**config.mk**
```make
export PLATFORM = sky130hd
export DESIGN_NAME = stream_prefetch
export DESIGN_NICKNAME = d
export VERILOG_FILES = /design/src/rtl/spf_pkg.sv /design/src/rtl/spf_store.sv /design/src/rtl/spf_extract.sv /design/src/rtl/spf_fetch.sv /design/src/rtl/stream_prefetch.sv
export SDC_FILE = /design/constraint.sdc
export NUM_CORES = 1
export LEC_CHECK = 0
export ABC_AREA = 1
export BUFFER_PORTS_ARGS = -buffer_cell sky130_fd_sc_hd__buf_2
export CAP_MARGIN = 15
export CORE_ASPECT_RATIO = 1.5
export CORE_MARGIN = 1
export CORE_UTILIZATION = 45
export CTS_CLUSTER_DIAMETER = 80
export DETAILED_ROUTE_END_ITERATION = 8
export PLACE_DENSITY_LB_ADDON = 0.05
export SYNTH_ARGS = -nofsm -noshare
export SYNTH_HDL_FRONTEND = slang
export SYNTH_HIERARCHICAL = 1
export SYNTH_SLANG_ARGS = --single-unit
```
**constraint.sdc**
```tcl
create_clock -name clk -period 5.6 [get_ports clk]
set_clock_uncertainty 0.05 [all_clocks]
set_input_delay 1.68 -clock clk [delete_from_list [all_inputs] [get_ports clk]]
set_output_delay 1.68 -clock clk [all_outputs]
set_load 0.05 [all_outputs]
```
**src/rtl/spf_pkg.sv**
```systemverilog
`timescale 1ns/1ps
package spf_pkg;

    typedef enum logic [2:0] {
        F_OFF,
        F_HOLD,
        F_ASK,
        F_TAKE,
        F_FLUSH
    } fetch_state_t;

    localparam logic [1:0] SZ_BYTE = 2'd0;
    localparam logic [1:0] SZ_HALF = 2'd1;

    function automatic logic [2:0] size_bytes(input logic [1:0] code);
        case (code)
            SZ_BYTE: return 3'd1;
            SZ_HALF: return 3'd2;
            default: return 3'd4;
        endcase
    endfunction

endpackage

```
**src/rtl/spf_store.sv**
```systemverilog
`timescale 1ns/1ps
module spf_store #(
    parameter int DEPTH = 19,
    localparam int PTR_W = $clog2(DEPTH),
    localparam int CNT_W = $clog2(DEPTH + 1)
) (
    input  logic             clk,
    input  logic             rst_n,
    input  logic             clear,
    input  logic             wr_en,
    input  logic [31:0]      wr_data,
    input  logic             rd_adv,
    output logic [31:0]      word0,
    output logic [31:0]      word1,
    output logic [CNT_W-1:0] count
);

    logic [31:0]      slots [DEPTH];
    logic [PTR_W-1:0] wr_ptr, rd_ptr;

    function automatic logic [PTR_W-1:0] bump(input logic [PTR_W-1:0] p);
        return (p == PTR_W'(DEPTH - 1)) ? '0 : p + PTR_W'(1);
    endfunction

    always_ff @(posedge clk) begin
        if (wr_en) begin
            slots[wr_ptr] <= wr_data;
        end
    end

    always_ff @(posedge clk) begin
        if (!rst_n || clear) begin
            wr_ptr <= '0;
            rd_ptr <= '0;
            count  <= '0;
        end else begin
            if (wr_en) begin
                wr_ptr <= bump(wr_ptr);
            end
            if (rd_adv) begin
                rd_ptr <= bump(rd_ptr);
            end
            count <= count + CNT_W'(wr_en) - CNT_W'(rd_adv);
        end
    end

    assign word0 = slots[rd_ptr];
    assign word1 = slots[bump(rd_ptr)];

endmodule

```
**src/rtl/spf_extract.sv**
```systemverilog
`timescale 1ns/1ps
module spf_extract
    import spf_pkg::*;
#(
    parameter int CNT_W = 5
) (
    input  logic [31:0]      word0,
    input  logic [31:0]      word1,
    input  logic [CNT_W-1:0] count,
    input  logic [1:0]       boff,
    input  logic             pop_req,
    input  logic [1:0]       pop_size,
    input  logic             blocked,
    output logic [31:0]      data,
    output logic             valid,
    output logic             consumed,
    output logic [1:0]       boff_next
);

    logic [2:0]  nbytes;
    logic [3:0]  span;
    logic        need_two;
    logic        have;
    logic [63:0] wide;
    logic [31:0] picked;

    always_comb begin
        nbytes   = size_bytes(pop_size);
        span     = {2'b00, boff} + {1'b0, nbytes};
        need_two = span > 4'd4;
        have     = need_two ? (count >= CNT_W'(2)) : (count >= CNT_W'(1));
        valid    = pop_req && !blocked && have;
        wide     = {word1, word0} >> {boff, 3'b000};
        case (nbytes)
            3'd1:    picked = {24'h0, wide[7:0]};
            3'd2:    picked = {16'h0, wide[15:0]};
            default: picked = wide[31:0];
        endcase
        data      = valid ? picked : 32'h0;
        consumed  = valid && (span >= 4'd4);
        boff_next = span[1:0];
    end

endmodule

```
**src/rtl/spf_fetch.sv**
```systemverilog
`timescale 1ns/1ps
module spf_fetch
    import spf_pkg::*;
#(
    parameter int DEPTH   = 19,
    parameter int BURST   = 6,
    parameter int WADDR_W = 14,
    localparam int CNT_W  = $clog2(DEPTH + 1),
    localparam int LEFT_W = $clog2(BURST + 1),
    localparam int ROOM_MAX = DEPTH - BURST
) (
    input  logic               clk,
    input  logic               rst_n,
    input  logic               start_valid,
    input  logic [WADDR_W-1:0] start_word,
    input  logic [CNT_W-1:0]   count,
    output logic               mem_req,
    output logic [WADDR_W-1:0] mem_addr,
    input  logic               mem_gnt,
    input  logic               mem_rvalid,
    input  logic [31:0]        mem_rdata,
    output logic               wr_en,
    output logic [31:0]        wr_data
);

    fetch_state_t       state_q, state_d;
    logic [LEFT_W-1:0]  left_q, left_d, left_after;
    logic [WADDR_W-1:0] addr_q, addr_d;
    logic               rv_take, room, in_burst;

    always_comb begin
        state_d    = state_q;
        left_d     = left_q;
        addr_d     = addr_q;
        in_burst   = (state_q == F_TAKE) || (state_q == F_FLUSH);
        rv_take    = mem_rvalid && in_burst;
        left_after = left_q - LEFT_W'(rv_take);
        room       = count <= CNT_W'(ROOM_MAX);
        unique case (state_q)
            F_OFF:  ;
            F_HOLD: if (room) state_d = F_ASK;
            F_ASK:  if (mem_req && mem_gnt) begin
                        state_d = F_TAKE;
                        left_d  = LEFT_W'(BURST);
                        addr_d  = addr_q + WADDR_W'(BURST);
                    end
            F_TAKE, F_FLUSH: begin
                        left_d = left_after;
                        if (left_after == '0) state_d = F_HOLD;
                    end
        endcase
        if (start_valid) begin
            addr_d = start_word;
            if (in_burst && left_after != '0) begin
                state_d = F_FLUSH;
                left_d  = left_after;
            end else begin
                state_d = F_ASK;
                left_d  = '0;
            end
        end
    end

    always_ff @(posedge clk) begin
        if (!rst_n) begin
            state_q <= F_OFF;
            left_q  <= '0;
            addr_q  <= '0;
        end else begin
            state_q <= state_d;
            left_q  <= left_d;
            addr_q  <= addr_d;
        end
    end

    always_comb begin
        mem_req  = (state_q == F_ASK) && !start_valid;
        mem_addr = addr_q;
        wr_en    = (state_q == F_TAKE) && mem_rvalid && !start_valid;
        wr_data  = mem_rdata;
    end

endmodule

```
**src/rtl/stream_prefetch.sv**
```systemverilog
`timescale 1ns/1ps
module stream_prefetch #(
    parameter int ADDR_W = 16,
    parameter int DEPTH  = 19,
    parameter int BURST  = 6,
    localparam int WADDR_W = ADDR_W - 2,
    localparam int CNT_W   = $clog2(DEPTH + 1)
) (
    input  logic               clk,
    input  logic               rst_n,
    input  logic               start_valid,
    input  logic               start_block,
    input  logic [ADDR_W-1:0]  start_addr,
    output logic               busy,
    input  logic               pop_req,
    input  logic [1:0]         pop_size,
    output logic [31:0]        pop_data,
    output logic               pop_valid,
    output logic               mem_req,
    output logic [WADDR_W-1:0] mem_addr,
    input  logic               mem_gnt,
    input  logic               mem_rvalid,
    input  logic [31:0]        mem_rdata
);

    logic [31:0]      word0, word1, wr_data;
    logic [CNT_W-1:0] occ;
    logic             wr_en, consumed, wait_q;
    logic [1:0]       boff_q, boff_next;

    spf_fetch #(.DEPTH(DEPTH), .BURST(BURST), .WADDR_W(WADDR_W)) u_fetch (
        .clk(clk), .rst_n(rst_n),
        .start_valid(start_valid), .start_word(start_addr[ADDR_W-1:2]),
        .count(occ),
        .mem_req(mem_req), .mem_addr(mem_addr), .mem_gnt(mem_gnt),
        .mem_rvalid(mem_rvalid), .mem_rdata(mem_rdata),
        .wr_en(wr_en), .wr_data(wr_data)
    );

    spf_store #(.DEPTH(DEPTH)) u_store (
        .clk(clk), .rst_n(rst_n), .clear(start_valid),
        .wr_en(wr_en), .wr_data(wr_data), .rd_adv(consumed),
        .word0(word0), .word1(word1), .count(occ)
    );

    spf_extract #(.CNT_W(CNT_W)) u_extract (
        .word0(word0), .word1(word1), .count(occ), .boff(boff_q),
        .pop_req(pop_req), .pop_size(pop_size), .blocked(start_valid),
        .data(pop_data), .valid(pop_valid),
        .consumed(consumed), .boff_next(boff_next)
    );

    always_ff @(posedge clk) begin
        if (!rst_n) begin
            boff_q <= 2'd0;
            wait_q <= 1'b0;
        end else if (start_valid) begin
            boff_q <= start_addr[1:0];
            wait_q <= start_block;
        end else begin
            if (pop_valid) boff_q <= boff_next;
            if (occ != '0) wait_q <= 1'b0;
        end
    end

    assign busy = (start_valid && start_block) || (wait_q && occ == '0);

endmodule

```
Word level (Yosys, flattened, before mapping). Memory sizes are Yosys's and may differ from the RTL's. A register that Yosys moved wholly into a read port is not among the register bits. Index checks and enable logic that the tools add are counted.

Flip-flop bits (word level): 38. RAM bits: 608. Bits of input ports: 57. Output and inout bits: 49. Word-level logic and storage cells: 92. Memories kept: 1.

Memories: u_store.slots (depth 19, bits a word 32, read ports 2, clocked after memory_dff 1, write ports 1, RTL line spf_store.sv:18) `logic [31:0] slots [DEPTH];`.

Add/sub/neg operators: 7. $lt $le $gt $ge: 5. Equality and inequality tests: 12. Shift operators: 1. Mux-type cells: 27. Reductions and logical operators: 31.

Operator list (count): 32-bit one-hot mux with 2 select lines (1); 64-bit by 5-bit >> shifter with 32-bit output (1); 14-bit 2-to-1 mux (3); 32-bit 2-to-1 mux (1); 3-bit 2-to-1 mux (8); 5-bit 2-to-1 mux (4); 14-bit by 3-bit adder with 14-bit output (second input constant) (1); 3-bit one-hot mux with 2 select lines (2); 1-bit logical AND (11); 5-bit by 1-bit adder with 5-bit output (second input constant) (2); 5-bit equality test (second input constant) (2); 3-bit by 2-bit equality test with 1-bit output (second input constant) (3); 3-bit by 2-bit inequality test with 1-bit output (second input constant) (3); 3-bit one-hot mux with 3 select lines (1); 2-bit nonzero test (4); 3-bit by 1-bit equality test with 1-bit output (second input constant) (2); 3-bit nonzero test (2); 5-bit by 1-bit adder with 5-bit output (1); 5-bit by 1-bit >= comparator with 1-bit output (second input constant) (1); 5-bit by 2-bit >= comparator with 1-bit output (second input constant) (1); 5-bit by 4-bit <= comparator with 1-bit output (second input constant) (1); 5-bit logical NOT (1); 1-bit 2-to-1 mux (5); 5-bit nonzero test (1); other kinds (16) (21).

Logic depth before layout (Yosys ltp). Gate-level depths: netlist (run 1).

Depth in word-level cells: 9. Gate-level depth with buffers: 24. Depth with buffers taken out: 19.

Cells and area by module. Netlist (run 1), hierarchy kept.

By module, submodules not included: spf_store (times used 1, cells an instance 3525, area each 32180.9 um2, sequential area each 18657.9 um2); spf_fetch (times used 1, cells an instance 241, area each 1604.0 um2, sequential area each 400.4 um2); spf_extract (times used 1, cells an instance 290, area each 1372.6 um2, sequential area each 0.0 um2); stream_prefetch (times used 1, cells an instance 26, area each 155.1 um2, sequential area each 60.1 um2).

Worst setup path before layout (run 1). OpenSTA, ideal clock, no wires.

Path kind: input port to output port. From: input pop_size[0]. To: output pop_data[22]. Arrival time: 3611 ps. Required time: 3870 ps. Path slack: 259 ps. Stages: 11. Path buffers: 1. Cells stage by stage: nor2_1 -> ha_1 -> inv_1 -> fa_1 -> nand2_1 -> nand3_1 -> nand2_1 -> nand2_1 -> nand2_2 -> buf_4 -> nor2_1.

Longest elaborated chain between the ends: 7. Elaborated cells on any way between the ends: 11. Classes of those cells: add/sub (1); order compare (1); eq/ne (3); mux (4); reduce/logical (2).

RTL lines: from (decl) (RTL line stream_prefetch.sv:16) `input logic [1:0] pop_size,`; 2-bit by 1-bit equality test with 1-bit output or 2-bit logical NOT (tied branches) (RTL line spf_pkg.sv:16) `case (code)`; 3-bit one-hot mux with 2 select lines (*) (RTL line spf_pkg.sv:16); 2-bit by 3-bit adder with 4-bit output (RTL line spf_extract.sv:29) `span = {2'b00, boff} + {1'b0, nbytes};`; 4-bit by 3-bit greater-than comparator with 1-bit output (RTL line spf_extract.sv:30) `need_two = span > 4'd4;`; 1-bit 2-to-1 mux (RTL line spf_extract.sv:31) `have = need_two ? (count >= CNT_W'(2)) : (count >= CNT_W'(1));`; 1-bit logical AND (RTL line spf_extract.sv:32) `valid = pop_req && !blocked && have;`; 32-bit 2-to-1 mux (*) (RTL line spf_extract.sv:39) `data = valid ? picked : 32'h0;`; to (decl) (RTL line stream_prefetch.sv:17) `output logic [31:0] pop_data,`.

Every way passes the cells marked *; elsewhere a longest branch is shown, timed or not.

Worst setup path after layout (run 1).
From: register u_store.rd_ptr[0]. To: output pop_data[25].

Longest elaborated chain between the ends: 6. Elaborated cells on any way between the ends: 7. Classes of those cells: add/sub (1); eq/ne (1); shift (1); mux (3); memory (1).

RTL lines: from (decl) (RTL line spf_store.sv:19) `logic [PTR_W-1:0] wr_ptr, rd_ptr;`; from (signal assigned) (RTL line spf_store.sv:41) `rd_ptr <= bump(rd_ptr);`; 5-bit by 1-bit adder with 5-bit output or 5-bit equality test (tied branches) (RTL line spf_store.sv:22) `return (p == PTR_W'(DEPTH - 1)) ? '0 : p + PTR_W'(1);`; 5-bit 2-to-1 mux (*) (RTL line spf_store.sv:22); memory read 19 x 32 bit (*); net word1[9] (RTL line stream_prefetch.sv:26) `logic [31:0] word0, word1, wr_data;`; 64-bit by 5-bit >> shifter with 32-bit output (*) (RTL line spf_extract.sv:33) `wide = {word1, word0} >> {boff, 3'b000};`; 32-bit one-hot mux with 2 select lines (*) (RTL line spf_extract.sv:34) `case (nbytes)`; 32-bit 2-to-1 mux (*) (RTL line spf_extract.sv:39).

The timed path passes the listed nets; every way through them passes the cells marked *.

==> results of run 1 <==
## routing by layer
layer	GRT usage [%]	share of wire, %
met2	53.83	49
met1	40.20	38
met3	4.763	8.3
met4	14.79	4.4
met5	0	0.020
## tightest hold or removal path: stages, from the launching register on
cell and delay [ps]:
dfxtp_1 300, inv_1 70, a21oi_1 60
## worst min path at each step
stage / to / slack, ps / depth (start not counted)
floorplan: u_fetch/left_q[0]$_SDFFE_PN0P_ / 390 / 2
global placement: u_fetch/left_q[2]$_SDFFE_PN0P_ / 410 / 2
detailed placement: u_fetch/left_q[2]$_SDFFE_PN0P_ / 430 / 2
CTS: u_fetch/left_q[0]$_SDFFE_PN0P_ / 440 / 2
global route: u_fetch/left_q[0]$_SDFFE_PN0P_ / 460 / 2
finish: u_fetch/left_q[0]$_SDFFE_PN0P_ / 430 / 2
## flip-flops by register name, summed over array words and instances (netlist names), named ones only
register and flops:
boff_q 2, u_fetch/left_q 3, u_fetch/mem_addr 14, u_fetch/state_q 3, u_store/count 5, u_store/rd_ptr 5, u_store/slots 608, u_store/wr_ptr 5
wait_q 1
## metrics by stage
stage          TNS, ps  hold WS [ps]  setup slack (ps)  utilization, %  total power [mW]
2_1_floorplan        0         386.2             259.0               -             5.907
4_1_cts              0         441.1             15.35           50.86             10.78
5_1_grt         -23.06         463.0            -15.36           51.19             11.01
6_report             0         432.0             118.2           51.19             10.71
3_5_place_dp         0         432.2             222.5           47.69             6.099
3_3_place_gp         0         409.9             251.6           47.69             6.084
## cell type report
| type | count | area, µm² | share of cell area, % |
|---|---|---|---|
| Antenna cell | 4 | 10.01 | 0.02641 |
| Tap cell | 992 | 1241 | 3.275 |
| Clock inverter | 42 | 466.7 | 1.231 |
| Multi-Input combinational cell | 2292 | 11500 | 30.33 |
| Timing Repair Buffer | 228 | 1954 | 5.156 |
| Inverter | 472 | 1794 | 4.734 |
| Clock buffer | 84 | 1804 | 4.760 |
| Sequential cell | 651 | 19130 | 50.49 |
## layout by cell type, fill, tap and decap left out, types with 36 or more instances in the layout
cell type,instances
edfxtp_1,608
inv_1,456
nor2_1,233
buf_4,82
o21ai_1,38
clkbuf_16,73
dfxtp_1,36
o2111ai_1,48
o211ai_1,65
buf_2,102
a21oi_1,260
nand2_1,565
nand3_1,608
o21ai_0,296
## where the power goes
| group | switching, mW | internal, mW | total, mW | leakage [nW] |
|---|---|---|---|---|
| registers | 0.0380 | 5.35 | 5.39 | 5.82 |
| clock network | 2.02 | 2.69 | 4.71 | 1.11 |
| logic | 0.451 | 0.168 | 0.619 | 7.80 |
## timing repair
action | in CTS | in global routing
gates resized for setup | 6 | 24
buffers inserted | 0 | 5
cloned | 2 | 6
pin swaps | 1 | 2
endpoints found under the setup margin | 17 | 20
==> metrics.txt, run 1 <==
status=finished, final reports clean; most used cell, CP=nand2_1; hold_buf cts=0; Leak=between 10 and 15 nW; CP Launch Point=u_store/rd_ptr[0]$_SDFFE_PP0P_; worst-margin pin slew=982.8 ps; H-Tree Depth=3; RePlAce Congestion=0.9290; reg2reg setup slack=2220 ps; row cnt=122; Initial Util=between 40% and 50%; Crit path buffers/inverters=5; peak supply drop=232.1 µV; Root Driver=clkbuf_16; fin crit share=97.89%; drt drc=0; Worst R2R Start=boff_q[1]$_SDFFE_PN0P_; type of the worst setup path=flip-flop to output port; CP Launch Type=flip-flop; final setup vio count=0; clock latency at the later pin of the worst-skew pair=630 ps; CTS sink count=approximately 650; cts bufs inserted=69; antenna-violating nets left=0; Final Hold Fails=0; fin nets=approximately 3800; GRT overflow=0; PortBufs=105; Avg Cell Area, Syn=about 9 µm²; GR Util All Layers=between 30% and 40%; headroom to the max-slew limit=around a third; Post-Syn Area=33790 µm²; overall routed net length=123.2 mm; Critical Path, Cell by Cell=buf_6 > clkbuf_8 > o2111ai_1 > nand3_1 > nand3_1 > nand2_1 > nand2_1 > nand2_1 > inv_1 > o21ai_2 > nand2_1 > o21ai_1 > buf_4 > nand2_1 > nor2_1 > clkbuf_4; drt first pass iters=6; initial antenna violation count=9; Die Wd=225.8 µm; Initial DRC Count=3425; Max Cap Viol=0; Hold Startpoint=u_fetch/left_q[0]$_SDFFE_PN0P_; worst reg2reg path endpoint=u_store/count[4]$_SDFF_PP0_; Die Height=337.6 µm; area of the die=~76000 µm²; clock period minus worst slack=5482 ps; Power Dens Cells=282.7 nW/µm²; Critical Path RT=3870 ps; Non-Filler Instances=4765; Post-Syn Nets=3824; Wirelength per Cell=25.85 µm; clk buf depth=3; core area=74030 µm²; cell depth of the worst setup path=16; layout cell share with drive strength beyond 1=11.14%; Vias=28370; Syn. warnings=6; CTS tree=done; post-synthesis cell count=3748; vias in the first global route=about 27000; slowest CP cell=clkbuf_8; post-detail-place hpwl=71.49 mm; Post-DP Area=approximately 35000 µm²; fillcell total=just under 7000; Pins Over Slew Limit=0; finished layout cell area=37900 µm²; Worst EP arrival=3750 ps; Placed Cells=4622; worst reg2reg path depth=17; CP peak stage delay=approximately 540 ps; largest net degree at the start of global routing=104; min-delay worst type=flip-flop to flip-flop; Area Growth Syn to Fin=12.16%; Reg clk slew, reported paths=roughly 60 ps; critical path endpoint category=output port; cell family with most CP delay=buffers and inverters; crit path max fanout=62; via/cell ratio=5.954; Ports=between 100 and 150; CP endpoint=pop_data[25]; Max Freq=182.4 MHz; first-pass GRT wire length=about 180 mm
Note: power is estimated with default switching activity, not from simulation.
==> run 2, diff against run 1 <==
==> constraint.sdc (replaced) <==
create_clock -name clk -period 6.2 [get_ports clk]
set_clock_uncertainty 0.05 [all_clocks]
set_input_delay 1.86 -clock clk [delete_from_list [all_inputs] [get_ports clk]]
set_output_delay 1.86 -clock clk [all_outputs]
set_load 0.05 [all_outputs]
==> run 2 against run 1 <==
Against the previous run:
- clock power shrank 15%
- global-route usage decreased by 0.68 points
- worst hold slack got worse by 22 ps
- worst setup slack improved by 44 ps
- non-clock buffer count down 32
- total power fell by 12%
- sequential power shrank 9.8%
- core utilization shrank 1.1 points
- critical path type unchanged
- largest power group unchanged
==> metrics.txt, run 2 (synthesis gave the netlist of run 1 again) <==
dpl ws=398.9 ps; drt first pass iters=6; GRT overflow=0; Leak=around 14 nW; max reg flops=608; type of the worst setup path=flip-flop to output port; crit path max fanout=24; clock latency at the later pin of the worst-skew pair=about 610 ps; CTS sink count=651; vias in the first global route=26735; Critical Path, Cell by Cell=inv_6 > ha_1 > nand2_1 > inv_1 > nand2_8 > nand2_8 > inv_1 > buf_4 > o21ai_0 > nand2_1 > o21ai_0 > o21ai_1 > nand2_1 > nor2_1 > buf_2; via/cell ratio=around 5.9; headroom to the max-slew limit=22.56%; Root Driver=clkbuf_16; Final Hold Fails=0; CP peak stage delay=~470 ps; overall routed net length=118.9 mm; post-layout util=50.13%; final worst slack=around 160 ps; CP Launch Point=u_store/rd_ptr[0]$_SDFFE_PP0P_; Die Wd=225.8 µm; Ports=106; Power Dens Cells=253.0 nW/µm²; most used cell, CP=nand2_1; Initial Util=45.65%; H-Tree Depth=3; Wirelength per Cell=around 25 µm; CP Launch Type=flip-flop; CTS tree=done; hold_ws=410.4 ps; initial antenna violation count=9; Max Cap Viol=0; Reg clk slew, reported paths=~70 ps; worst-margin pin slew=1159 ps; largest net degree at the start of global routing=131; Initial DRC Count=3137; GR Util All Layers=31.23%; clk buf depth=3; row cnt=~120; PortBufs=105; peak supply drop=190.1 µV; slowest CP cell=o21ai_1; Vias=between 20000 and 30000; area of the die=approximately 76000 µm²; post-detail-place hpwl=68.57 mm; clock period minus worst slack=6037 ps; Reg with most FFs=u_store/slots; Critical Path RT=between 4000 and 5000 ps; first-pass GRT wire length=173.4 mm; drt drc=0; critical path endpoint category=output port; antenna-violating nets left=0; Area Growth Syn to Fin=9.823%; Die Height=between 300 and 400 µm; RePlAce Congestion=a little under 0.9; Hold Startpoint=u_fetch/left_q[0]$_SDFFE_PN0P_; layout cell share with drive strength beyond 1=about a tenth; fin crit share=97.38%; cell family with most CP delay=buffers and inverters; fin nets=3753; RSZ-0062 raised after global routing=true; min-delay worst type=flip-flop to flip-flop; Max Freq=165.6 MHz; final setup vio count=0; commonest non-fill, non-tap cells in the layout=nand3_1, edfxtp_1, nand2_1, inv_1, o21ai_0; cts bufs inserted=a little under 70; Worst R2R Start=boff_q[1]$_SDFFE_PN0P_; core area=about 74000 µm²; status=finished, final reports clean; Pins Over Slew Limit=0; Crit path buffers/inverters=5; Worst EP arrival=about 4100 ps
[run 2: changes by cell type in the layout (fill, tap and decap cells not counted), sizes merged]
cell,change
buf,-24
bufinv,-5
clkinv,-5
inv,-5
clkbuf,-4
nand2,-4
bufbuf,-1
[run 2: metrics by stage]
stage          setup TNS (ps)  total power [mW]  instances  cell area (µm²)
2_1_floorplan               0             5.335       3748            33790
3_3_place_gp                0             5.488       4598            34980
3_5_place_dp                0             5.498       4598            34980
4_1_cts                     0             9.457       4712            37060
5_1_grt                -8.490             9.670       4716            37110
6_report                    0             9.390       4717            37110
[run 2: power by group]
| part | switching, mW | internal [mW] | total, mW |
|---|---|---|---|
| sequential | 0.0338 | 4.83 | 4.86 |
| clock | 1.73 | 2.25 | 3.98 |
| combinational | 0.402 | 0.145 | 0.547 |
| total | 2.16 | 7.23 | 9.39 |
[run 2: metal layers]
layer | routed length, µm | track usage [%]
met1 | 46200 | 39.64
met4 | 5549 | 14.99
met5 | 13 | 0
met2 | 57800 | 52.19
met3 | 9349 | 4.572
[run 2: layout make-up]
| cell class | count | area, µm² |
|---|---|---|
| Antenna cell | 4 | 10.01 |
| Multi-Input combinational cell | 2288 | 11440 |
| Clock inverter | 27 | 196.4 |
| Inverter | 472 | 1783 |
| Timing Repair Buffer | 196 | 1431 |
| Sequential cell | 651 | 19130 |
| Fill cell | 6784 | 36920 |
| Clock buffer | 87 | 1879 |
| Tap cell | 992 | 1241 |
[run 2: worst paths after layout]
| kind | endpoint | slack (ps) | cells past startpoint |
|---|---|---|---|
| min | u_fetch/left_q[0]$_SDFFE_PN0P_ | 410 | 2 |
| max reg2reg | u_store/count[4]$_SDFF_PP0_ | 2380 | 19 |
| min reg2reg | u_fetch/left_q[0]$_SDFFE_PN0P_ | 410 | 2 |
| max | pop_data[24] | 160 | 15 |
[run 2: what timing repair did]
action                                  CTS  global route
buffers inserted                          0             1
hold buffers                              0             0
endpoints found under the setup margin    2             9
gates resized for setup                   1             7
endpoints found under the hold margin     0             0
pin swaps                                 0             0
[run 2: worst min-delay path, cell delays in order, from the launching register on]
cell and delay (ps):
dfxtp_1 300, inv_1 60, a21oi_1 60
